===== config.mk =====
export PLATFORM = sky130hd
export DESIGN_NAME = sleep_irq_recorder
export DESIGN_NICKNAME = d
export VERILOG_FILES = /design/src/rtl/sirq_pkg.sv /design/src/rtl/sirq_regs.sv /design/src/rtl/sirq_detect.sv /design/src/rtl/sirq_replay.sv /design/src/rtl/sleep_irq_recorder.sv
export SDC_FILE = /design/constraint.sdc
export NUM_CORES = 1
export LEC_CHECK = 0
export BUFFER_PORTS_ARGS = -buffer_cell sky130_fd_sc_hd__buf_4
export CAP_MARGIN = 30
export CORE_ASPECT_RATIO = 0.75
export CORE_MARGIN = 2
export CORE_UTILIZATION = 53
export CTS_CLUSTER_SIZE = 14
export DETAILED_ROUTE_END_ITERATION = 16
export PLACE_DENSITY = 0.76
export SLEW_MARGIN = 20
export SYNTH_ARGS = -nofsm -noshare
export SYNTH_HDL_FRONTEND = slang
export SYNTH_SLANG_ARGS = --single-unit
export TNS_END_PERCENT = 20

===== constraint.sdc =====
create_clock -name clk -period 1.9 [get_ports clk]
set_input_delay 0.285 -clock clk [delete_from_list [all_inputs] [get_ports clk]]
set_output_delay 0.285 -clock clk [all_outputs]
set_load 0.02 [all_outputs]

===== src/rtl/sirq_pkg.sv =====
package sirq_pkg;

    localparam int WORD_BITS = 32;
    localparam int ADDR_W    = 12;

    // Register banks, selected by address bits [11:6]
    typedef enum logic [5:0] {
        BK_STATUS = 6'h00,
        BK_ACK    = 6'h01,
        BK_MSET   = 6'h03,
        BK_MCLR   = 6'h04,
        BK_SSET   = 6'h06,
        BK_SCLR   = 6'h07,
        BK_PSET   = 6'h09,
        BK_PCLR   = 6'h0A,
        BK_CTRL   = 6'h0C
    } bank_e;

    // Control word bit positions
    localparam int CB_EN    = 0;
    localparam int CB_EDGE  = 1;
    localparam int CB_FLUSH = 2;

    typedef struct packed {
        logic edge_only;
        logic enable;
    } ctrl_t;

    function automatic int word_count(input int lines);
        return (lines + WORD_BITS - 1) / WORD_BITS;
    endfunction

    function automatic int index_width(input int words);
        return (words > 1) ? $clog2(words) : 1;
    endfunction

endpackage


===== src/rtl/sirq_regs.sv =====
module sirq_regs
    import sirq_pkg::*;
#(
    parameter int N  = 64,
    parameter int NW = word_count(N)
) (
    input  logic              clk,
    input  logic              rst,
    input  logic              bus_wr,
    input  logic [ADDR_W-1:0] bus_addr,
    input  logic [31:0]       bus_wdata,
    output logic [31:0]       bus_rdata,
    input  logic [N-1:0]      status,
    input  logic              busy,
    output logic [N-1:0]      mask,
    output logic [N-1:0]      sense,
    output logic [N-1:0]      pol,
    output ctrl_t             ctrl,
    output logic [N-1:0]      ack_vec,
    output logic              flush_go
);

    bank_e      bank;
    logic [3:0] word;
    logic       aligned;
    logic       wr_hit;

    assign bank    = bank_e'(bus_addr[11:6]);
    assign word    = bus_addr[5:2];
    assign aligned = (bus_addr[1:0] == 2'b00);
    assign wr_hit  = bus_wr && aligned;

    // Configuration banks: write-one-to-set / write-one-to-clear
    always_ff @(posedge clk) begin
        if (rst) begin
            mask  <= '1;
            sense <= '0;
            pol   <= '0;
        end else if (wr_hit) begin
            for (int i = 0; i < N; i++) begin
                if (word == 4'(i / WORD_BITS) && bus_wdata[i % WORD_BITS]) begin
                    case (bank)
                        BK_MSET: mask[i]  <= 1'b1;
                        BK_MCLR: mask[i]  <= 1'b0;
                        BK_SSET: sense[i] <= 1'b1;
                        BK_SCLR: sense[i] <= 1'b0;
                        BK_PSET: pol[i]   <= 1'b1;
                        BK_PCLR: pol[i]   <= 1'b0;
                        default: ;
                    endcase
                end
            end
        end
    end

    // Control word
    always_ff @(posedge clk) begin
        if (rst) begin
            ctrl <= '0;
        end else if (wr_hit && bank == BK_CTRL && word == 4'd0) begin
            ctrl.enable    <= bus_wdata[CB_EN];
            ctrl.edge_only <= bus_wdata[CB_EDGE];
        end
    end

    // Flush only with enable in the same write and no walk in progress
    assign flush_go = wr_hit && bank == BK_CTRL && word == 4'd0 &&
                      bus_wdata[CB_FLUSH] && bus_wdata[CB_EN] && !busy;

    always_comb begin
        ack_vec = '0;
        for (int i = 0; i < N; i++) begin
            ack_vec[i] = wr_hit && bank == BK_ACK &&
                         word == 4'(i / WORD_BITS) && bus_wdata[i % WORD_BITS];
        end
    end

    // Read mux
    always_comb begin
        bus_rdata = '0;
        if (aligned) begin
            if (bank == BK_CTRL && word == 4'd0) begin
                bus_rdata[CB_EN]    = ctrl.enable;
                bus_rdata[CB_EDGE]  = ctrl.edge_only;
                bus_rdata[CB_FLUSH] = busy;
            end else begin
                for (int i = 0; i < N; i++) begin
                    if (word == 4'(i / WORD_BITS)) begin
                        case (bank)
                            BK_STATUS:        bus_rdata[i % WORD_BITS] = status[i];
                            BK_MSET, BK_MCLR: bus_rdata[i % WORD_BITS] = mask[i];
                            BK_SSET, BK_SCLR: bus_rdata[i % WORD_BITS] = sense[i];
                            BK_PSET, BK_PCLR: bus_rdata[i % WORD_BITS] = pol[i];
                            default: ;
                        endcase
                    end
                end
            end
        end
    end

    // a set write to line 0's mask bit takes effect on the next cycle
    a_r2_mask_set: assert property (@(posedge clk) disable iff (rst)
        (wr_hit && bank == BK_MSET && word == 4'd0 && bus_wdata[0]) |=> mask[0]);

    // a clear write to line 0's polarity bit takes effect on the next cycle
    a_r2_pol_clear: assert property (@(posedge clk) disable iff (rst)
        (wr_hit && bank == BK_PCLR && word == 4'd0 && bus_wdata[0]) |=> !pol[0]);

endmodule


===== src/rtl/sirq_detect.sv =====
module sirq_detect
    import sirq_pkg::*;
#(
    parameter int N = 64
) (
    input  logic         clk,
    input  logic         rst,
    input  logic [N-1:0] lines_in,
    input  logic [N-1:0] mask,
    input  logic [N-1:0] sense,
    input  logic [N-1:0] pol,
    input  logic         edge_only,
    output logic [N-1:0] event_vec
);

    logic [N-1:0] sync1, sync2, prev;

    always_ff @(posedge clk) begin
        if (rst) begin
            sync1 <= '0;
            sync2 <= '0;
            prev  <= '0;
        end else begin
            sync1 <= lines_in;
            sync2 <= sync1;
            prev  <= sync2;
        end
    end

    for (genvar g = 0; g < N; g++) begin : g_line
        logic rise, fall, edge_hit, level_hit;
        assign rise      = sync2[g] & ~prev[g];
        assign fall      = ~sync2[g] & prev[g];
        assign edge_hit  = pol[g] ? rise : fall;
        assign level_hit = (pol[g] ? sync2[g] : ~sync2[g]) & ~edge_only;
        assign event_vec[g] = ~mask[g] & (sense[g] ? level_hit : edge_hit);
    end

    // an edge-mode line with no change in the synchronized value raises no event
    a_r3_edge_needs_change: assert property (@(posedge clk) disable iff (rst)
        ((sense[0] == 1'b0) && (sync2[0] == prev[0])) |-> !event_vec[0]);

endmodule


===== src/rtl/sirq_replay.sv =====
module sirq_replay
    import sirq_pkg::*;
#(
    parameter int N  = 64,
    parameter int NW = word_count(N),
    parameter int IW = index_width(NW)
) (
    input  logic         clk,
    input  logic         rst,
    input  logic [N-1:0] event_vec,
    input  logic [N-1:0] ack_vec,
    input  logic [N-1:0] mask,
    input  logic         flush_go,
    output logic [N-1:0] status,
    output logic [N-1:0] irq_out,
    output logic         busy
);

    localparam logic [IW-1:0] LAST_IDX = IW'(NW - 1);

    logic [IW-1:0] idx;
    logic [N-1:0]  pulse;

    always_comb begin
        pulse = '0;
        for (int i = 0; i < N; i++) begin
            pulse[i] = busy && (idx == IW'(i / WORD_BITS)) && status[i] && !mask[i];
        end
    end

    assign irq_out = pulse;

    // Set wins over replay clear and acknowledge
    always_ff @(posedge clk) begin
        if (rst) begin
            status <= '0;
        end else begin
            status <= (status & ~pulse & ~ack_vec) | event_vec;
        end
    end

    always_ff @(posedge clk) begin
        if (rst) begin
            busy <= 1'b0;
            idx  <= '0;
        end else if (flush_go) begin
            busy <= 1'b1;
            idx  <= '0;
        end else if (busy) begin
            if (idx == LAST_IDX) begin
                busy <= 1'b0;
                idx  <= '0;
            end else begin
                idx <= idx + 1'b1;
            end
        end
    end

    // every replayed line leaves status cleared unless a new event arrived
    a_r9_replay_clears: assert property (@(posedge clk) disable iff (rst)
        (|irq_out) |=> ((status & $past(irq_out) & ~$past(event_vec)) == '0));

    // a masked line never pulses
    a_r11_masked_silent: assert property (@(posedge clk) disable iff (rst)
        ((irq_out & mask) == '0));

    // a status bit only rises when an event was present
    a_r6_latch_cause: assert property (@(posedge clk) disable iff (rst)
        1'b1 |=> ((status & ~$past(status) & ~$past(event_vec)) == '0));

endmodule


===== src/rtl/sleep_irq_recorder.sv =====
module sleep_irq_recorder
    import sirq_pkg::*;
#(
    parameter int NUM_LINES = 64
) (
    input  logic                 clk,
    input  logic                 rst,
    input  logic [NUM_LINES-1:0] irq_lines,
    input  logic                 bus_wr,
    input  logic [11:0]          bus_addr,
    input  logic [31:0]          bus_wdata,
    output logic [31:0]          bus_rdata,
    output logic [NUM_LINES-1:0] irq_out,
    output logic                 replay_busy
);

    localparam int NW = word_count(NUM_LINES);

    logic [NUM_LINES-1:0] mask, sense, pol, ack_vec, status, event_vec;
    ctrl_t                ctrl;
    logic                 flush_go;

    sirq_regs #(.N(NUM_LINES), .NW(NW)) u_regs (
        .clk       (clk),
        .rst       (rst),
        .bus_wr    (bus_wr),
        .bus_addr  (bus_addr),
        .bus_wdata (bus_wdata),
        .bus_rdata (bus_rdata),
        .status    (status),
        .busy      (replay_busy),
        .mask      (mask),
        .sense     (sense),
        .pol       (pol),
        .ctrl      (ctrl),
        .ack_vec   (ack_vec),
        .flush_go  (flush_go)
    );

    sirq_detect #(.N(NUM_LINES)) u_detect (
        .clk       (clk),
        .rst       (rst),
        .lines_in  (irq_lines),
        .mask      (mask),
        .sense     (sense),
        .pol       (pol),
        .edge_only (ctrl.edge_only),
        .event_vec (event_vec)
    );

    sirq_replay #(.N(NUM_LINES), .NW(NW)) u_replay (
        .clk       (clk),
        .rst       (rst),
        .event_vec (event_vec),
        .ack_vec   (ack_vec),
        .mask      (mask),
        .flush_go  (flush_go),
        .status    (status),
        .irq_out   (irq_out),
        .busy      (replay_busy)
    );

    // a replay only starts when the enable bit is set
    a_r10_start_enabled: assert property (@(posedge clk) disable iff (rst)
        $rose(replay_busy) |-> ctrl.enable);

    // a masked line never produces an event
    a_r5_masked_no_event: assert property (@(posedge clk) disable iff (rst)
        ((event_vec & mask) == '0));

endmodule


* Word level (Yosys, flattened, before mapping) *
Cells that the tools add are included.

word-level totals
  flip-flop bits (word level) = 452
  bits of input ports = 111
  output and inout port bits = 97
  word-level logic and storage cells = 1530

operators by class
  add/subtract/negate cells = 1
  eq/ne operators = 9
  multiplexer cells = 330
  bitwise logic cells = 455
  reduce and logical (&&, ||, !) cells = 535

operators with widths
  kind                 count
  $reduce_and 3->1     192
  $logic_and 1x1->1    268
  $mux 1               260
  $and 1x1->1          256
  $pmux 1 s4           64
  $not 1->1            194
  $and 64x64->64       2
  $not 64->64          2
  $logic_not 1->1      65
  $or 64x64->64        1
  $mux 32              1
  $mux 29              1
  $eq 6x3->1 const B   3
  $eq 6x4->1 const B   3
  $reduce_or 2->1      4
  $eq 6x1->1 const B   1
  $eq 6x2->1 const B   1
  $logic_not 6->1      1
  $pmux 1 s2           3
  $reduce_bool 2->1    3
  $eq 4x1->1 const B   1
  $logic_not 4->1      1
  $mux 3               1
  $logic_not 2->1      1
  $add 1x1->1 const B  1

* Longest topological paths before layout *
  depth in word-level cells = 8
  gate-level depth with buffers = 9
  depth with buffers taken out = 5

* By module *
From an unflattened synthesis, not the netlist that was laid out.

second synthesis, totals
  cell total of the unflattened synthesis = 2712
  area total of the unflattened synthesis = 22226.3 um^2

modules (own cells, without submodules)
  module       times used  cells each  area an instance (um^2)  seq. area each (um^2)
  sirq_regs    1           1497        10410.0                  3883.7
  sirq_detect  1           796         8132.8                   3843.7
  sirq_replay  1           419         3683.5                   1321.3

* Worst setup path after synthesis *
Ideal clock, no wire load.

  path kind = input-to-output
  from = input port bus_addr[9]
  to = output port bus_rdata[30]
  arrival = 1.935 ns
  data required time = 1.615 ns
  setup slack = -0.320 ns
  stages = 6
  buffers on the path = 1
  path through = buf_2 -> or4b_4 -> nor2_4 -> and2_1 -> o21ai_0 -> a211oi_1

on the way
  word-level cells in the longest chain between the ends = 8
  elaborated cells on any way between the ends = 18
  classes of those cells = eq/ne: 7; mux: 6; reduce/logical: 5

RTL lines
  element                             line                      source
  start, declared                     sleep_irq_recorder.sv:10  input logic [11:0] bus_addr,
  $eq 6x4->1 (tied with other cells)  sirq_regs.sv:89           case (bank)
  $reduce_or 2->1                     sirq_regs.sv:89
  $pmux 1 s4                          sirq_regs.sv:89
  $mux 1                              sirq_regs.sv:88           if (word == 4'(i / WORD_BITS)) begin
  $pmux 1 s4                          sirq_regs.sv:89
  $mux 1                              sirq_regs.sv:88
  $mux 29 *                           sirq_regs.sv:82           if (bank == BK_CTRL && word == 4'd0) begin
  $mux 32 *                           sirq_regs.sv:81           if (aligned) begin
  end, declared                       sleep_irq_recorder.sv:12  output logic [31:0] bus_rdata,

Every way passes the cells marked *; elsewhere a longest branch is shown, timed or not.

* Worst setup path after layout *
  from = input port bus_addr[11]
  to = output port bus_rdata[26]

Same word-level chain as after synthesis.

==> results.md <==
* Fill count at roughly 2800
* Async SR Flop Fraction at 0%
* DR DRC count at 0
* CP max FO at 7
* CTS Sinks at around 450
* CP peak stage delay at 0.55 ns
* Most used flip-flop cell after synthesis: dfxtp_1
* DRT Pass-1 Iters at 9
* Final-report setup violation count at 83
* Placed instance area at 0.0231 mm^2
* Routed vias/inst at 6.32
* # H-tree levels at 2
* Site Rows at 61
* Yosys warning count at 0
* Nets at around 2700
* PwrDens at 757 mW/mm^2
* Cts bufs inserted at 45
* Initial DRC count at between 2000 and 3000
* Max-slew headroom at between 50% and 60%
* CP Launch Type: primary input
* Slowest-stage cell, CP: or4b_4
* Syn_nets at 2466
* I/O pin total at 208
* Post-DP HPWL at 39.1 mm
* Synthesis-stage register bit count at 452
* Slew @ Worst Pin at 0.632 ns
* Final cycle utilization of the critical path at 120%
* GPL Wtd Cong at approximately 0.86
* Initial core utilization at 53.9%
* Commonest non-fill, non-tap cell in the layout: dfxtp_1
* CP arrival at approximately 2.0 ns
* CTS max path bufs at 3
* Skew final at 0.0126 ns
* Critical-path cell list: buf_8 -> or4b_4 -> nor2_4 -> buf_12 -> buf_8 -> buf_6 -> a222oi_1 -> nand2_1 -> and3_4 -> buf_6
* Sequential area share after synthesis at 45.2%
* Routed Antenna Nets at 0
* Cells after synthesis at 2355
* Kind of critical path: in -> out
* Status: finished, violations left
* Netlist cell types at 45
* Die width at between 200 and 250 um
* Gr usage total at about a third
* Initial antenna violation count at 1
* N_diodes at 0
* Avg WL per Cell at 20.6 um
* Minimum clock period at ~2.3 ns
* Pleak at 10.1 nW
* Core area at approximately 0.037 mm^2
* Reg clk slew, reported paths at 0.06 ns
* Die area at 0.0394 mm^2
* First-pass GRT wire length at just over 100 mm
* Syn Area/Cell at about 8.5 um^2
* HP Class: in -> reg
* Clock Latency Late Sink at 0.57 ns
* CTS tree: built
* Failing checks: setup timing
* VDD IR max at 0.611 mV
* Residual overflow from global routing at 0
* Die H at 172 um
* Worst path buffer plus inverter count at 5
* Post-synth EDFFs at 0
* Final worst setup slack at -0.383 ns
* Final Max Slew Viols at 0
* I/O Buffers at 207
* Most frequent cells in the layout: dfxtp_1, nand2_1, buf_4, nor2b_1, a21oi_1
* Layout cells sized above 1 at between 20% and 30%
* Unrepaired setup endpoints after global routing: true
* Worst setup EP type: primary output
* Synthesized area at roughly 0.020 mm^2
* Peak Freq at around 0.44 GHz
* Vias at 19900
* Power Total at just under 20 mW
* Max-cap check violation count at 0
* Area Growth Syn to Fin at 30.5%
* Top delay family on crit path: simple AND/OR/NAND/NOR gates
* Worst Path Required at 1.62 ns
* Vias in the first global route at ~19000
* Design area at 0.0262 mm^2
* Clock Root Buffer: clkbuf_16
* Final hold viol count at 0
* Largest net degree at the start of global routing at 56
* Wirelength, routed at 64.6 mm
* R2R setup slack at between 0.4 and 0.5 ns
[path summary, 6_finish.rpt]
kind,from,end,depth (start not counted)
min reg2reg,u_detect.sync1[53],u_detect.sync2[53],1
max reg2reg,u_replay.idx,u_replay.status[21],7
min,bus_wdata[24],u_regs.pol[24],2
max,bus_addr[11],bus_rdata[26],10
[power breakdown]
group	total (mW)	internal (mW)	switching, mW
clock network	8.76	4.99	3.77
logic	1.30	0.603	0.699
registers	9.74	9.64	0.0993
[area by class of cell]
| cell class | count | area, um^2 | area share, % |
|---|---|---|---|
| well taps | 504 | 631 | 2.41 |
| inverters | 41 | 154 | 0.588 |
| flip-flops and latches | 452 | 9050 | 34.6 |
| clock buffers | 63 | 1280 | 4.91 |
| multi-input cells | 1636 | 10600 | 40.6 |
| clock inverters | 18 | 150 | 0.574 |
| repair buffers | 429 | 4280 | 16.3 |
[what timing repair did]
action                                 CTS  global route
buffers inserted                        12            12
gates resized for setup                126            32
endpoints found under the hold margin   62             0
cloned                                   3             1
hold buffers                            62             0
setup endpoints to repair               96            96
pin swaps                               40            32
[state kept, by name, summed over array words and instances (netlist names)]
name	cells
u_detect.sync1	64
u_regs.ctrl	2
u_regs.sense	64
u_detect.sync2	64
u_replay.status	64
u_detect.prev	64
u_regs.mask	64
u_regs.pol	64
u_replay.idx	1
u_replay.busy	1
[synthesized netlist by cell type, types with 2 or more instances]
master	instances	share of area (%)
and2_1	5	0.16
o221ai_1	33	1.4
inv_1	41	0.77
nor3b_1	69	2.6
nand3_1	53	1.3
a31oi_1	128	4.0
a22oi_1	6	0.22
and3_1	32	1.0
o21ai_0	139	3.5
a311oi_1	127	5.6
o21a_1	24	0.90
nor2b_1	215	6.7
a21oi_1	158	3.9
xnor2_1	2	0.087
buf_1	14	0.26
and4_1	2	0.087
buf_4	7	0.26
nor4b_1	2	0.087
nand2_1	271	5.1
buf_2	34	0.85
a311o_1	8	0.40
nand3b_1	2	0.075
clkbuf_1	171	3.2
xor2_1	64	2.8
nor2_1	115	2.2
nor3_1	28	0.70
o211ai_1	49	1.8
a222oi_1	56	2.8
a221oi_1	29	1.3
dfxtp_1	452	45
a32o_1	3	0.15
a211oi_1	3	0.11
[routing by layer]
| metal | vias up | share of wire [%] | global-route usage, % |
|---|---|---|---|
| met5 | - | 0.020 | 0 |
| met4 | 2 | 4.0 | 13.9 |
| met3 | 212 | 9.8 | 5.66 |
| met2 | 1178 | 46 | 51.7 |
| met1 | 9318 | 41 | 41.6 |
| li1 | 9163 | - | - |
[per-stage QoR]
step / setup TNS [ns] / utilization, % / cells / setup WS (ns) / hold slack [ns]
after global placement: -30.98 / 62.2 / 2977 / -0.386 / 0.415
after detailed placement: -38.45 / 62.2 / 2977 / -0.417 / 0.420
after global routing: -17.75 / 70.4 / 3143 / -0.411 / 0.0300
after CTS: -13.72 / 69.8 / 3133 / -0.367 / 0.00242
after floorplan: -0.141 / - / 2355 / -0.0153 / 0.413
final: -13.93 / 70.4 / 3143 / -0.383 / 0.0262
[logic make-up after synthesis]
group	Yosys count	synth area share, %
flops	452	45.2
buf+inv	267	5.34
xor+xnor	66	2.88
simple gates	800	20.2
compound gates	770	26.4
Note: power is estimated with default switching activity, not from simulation.
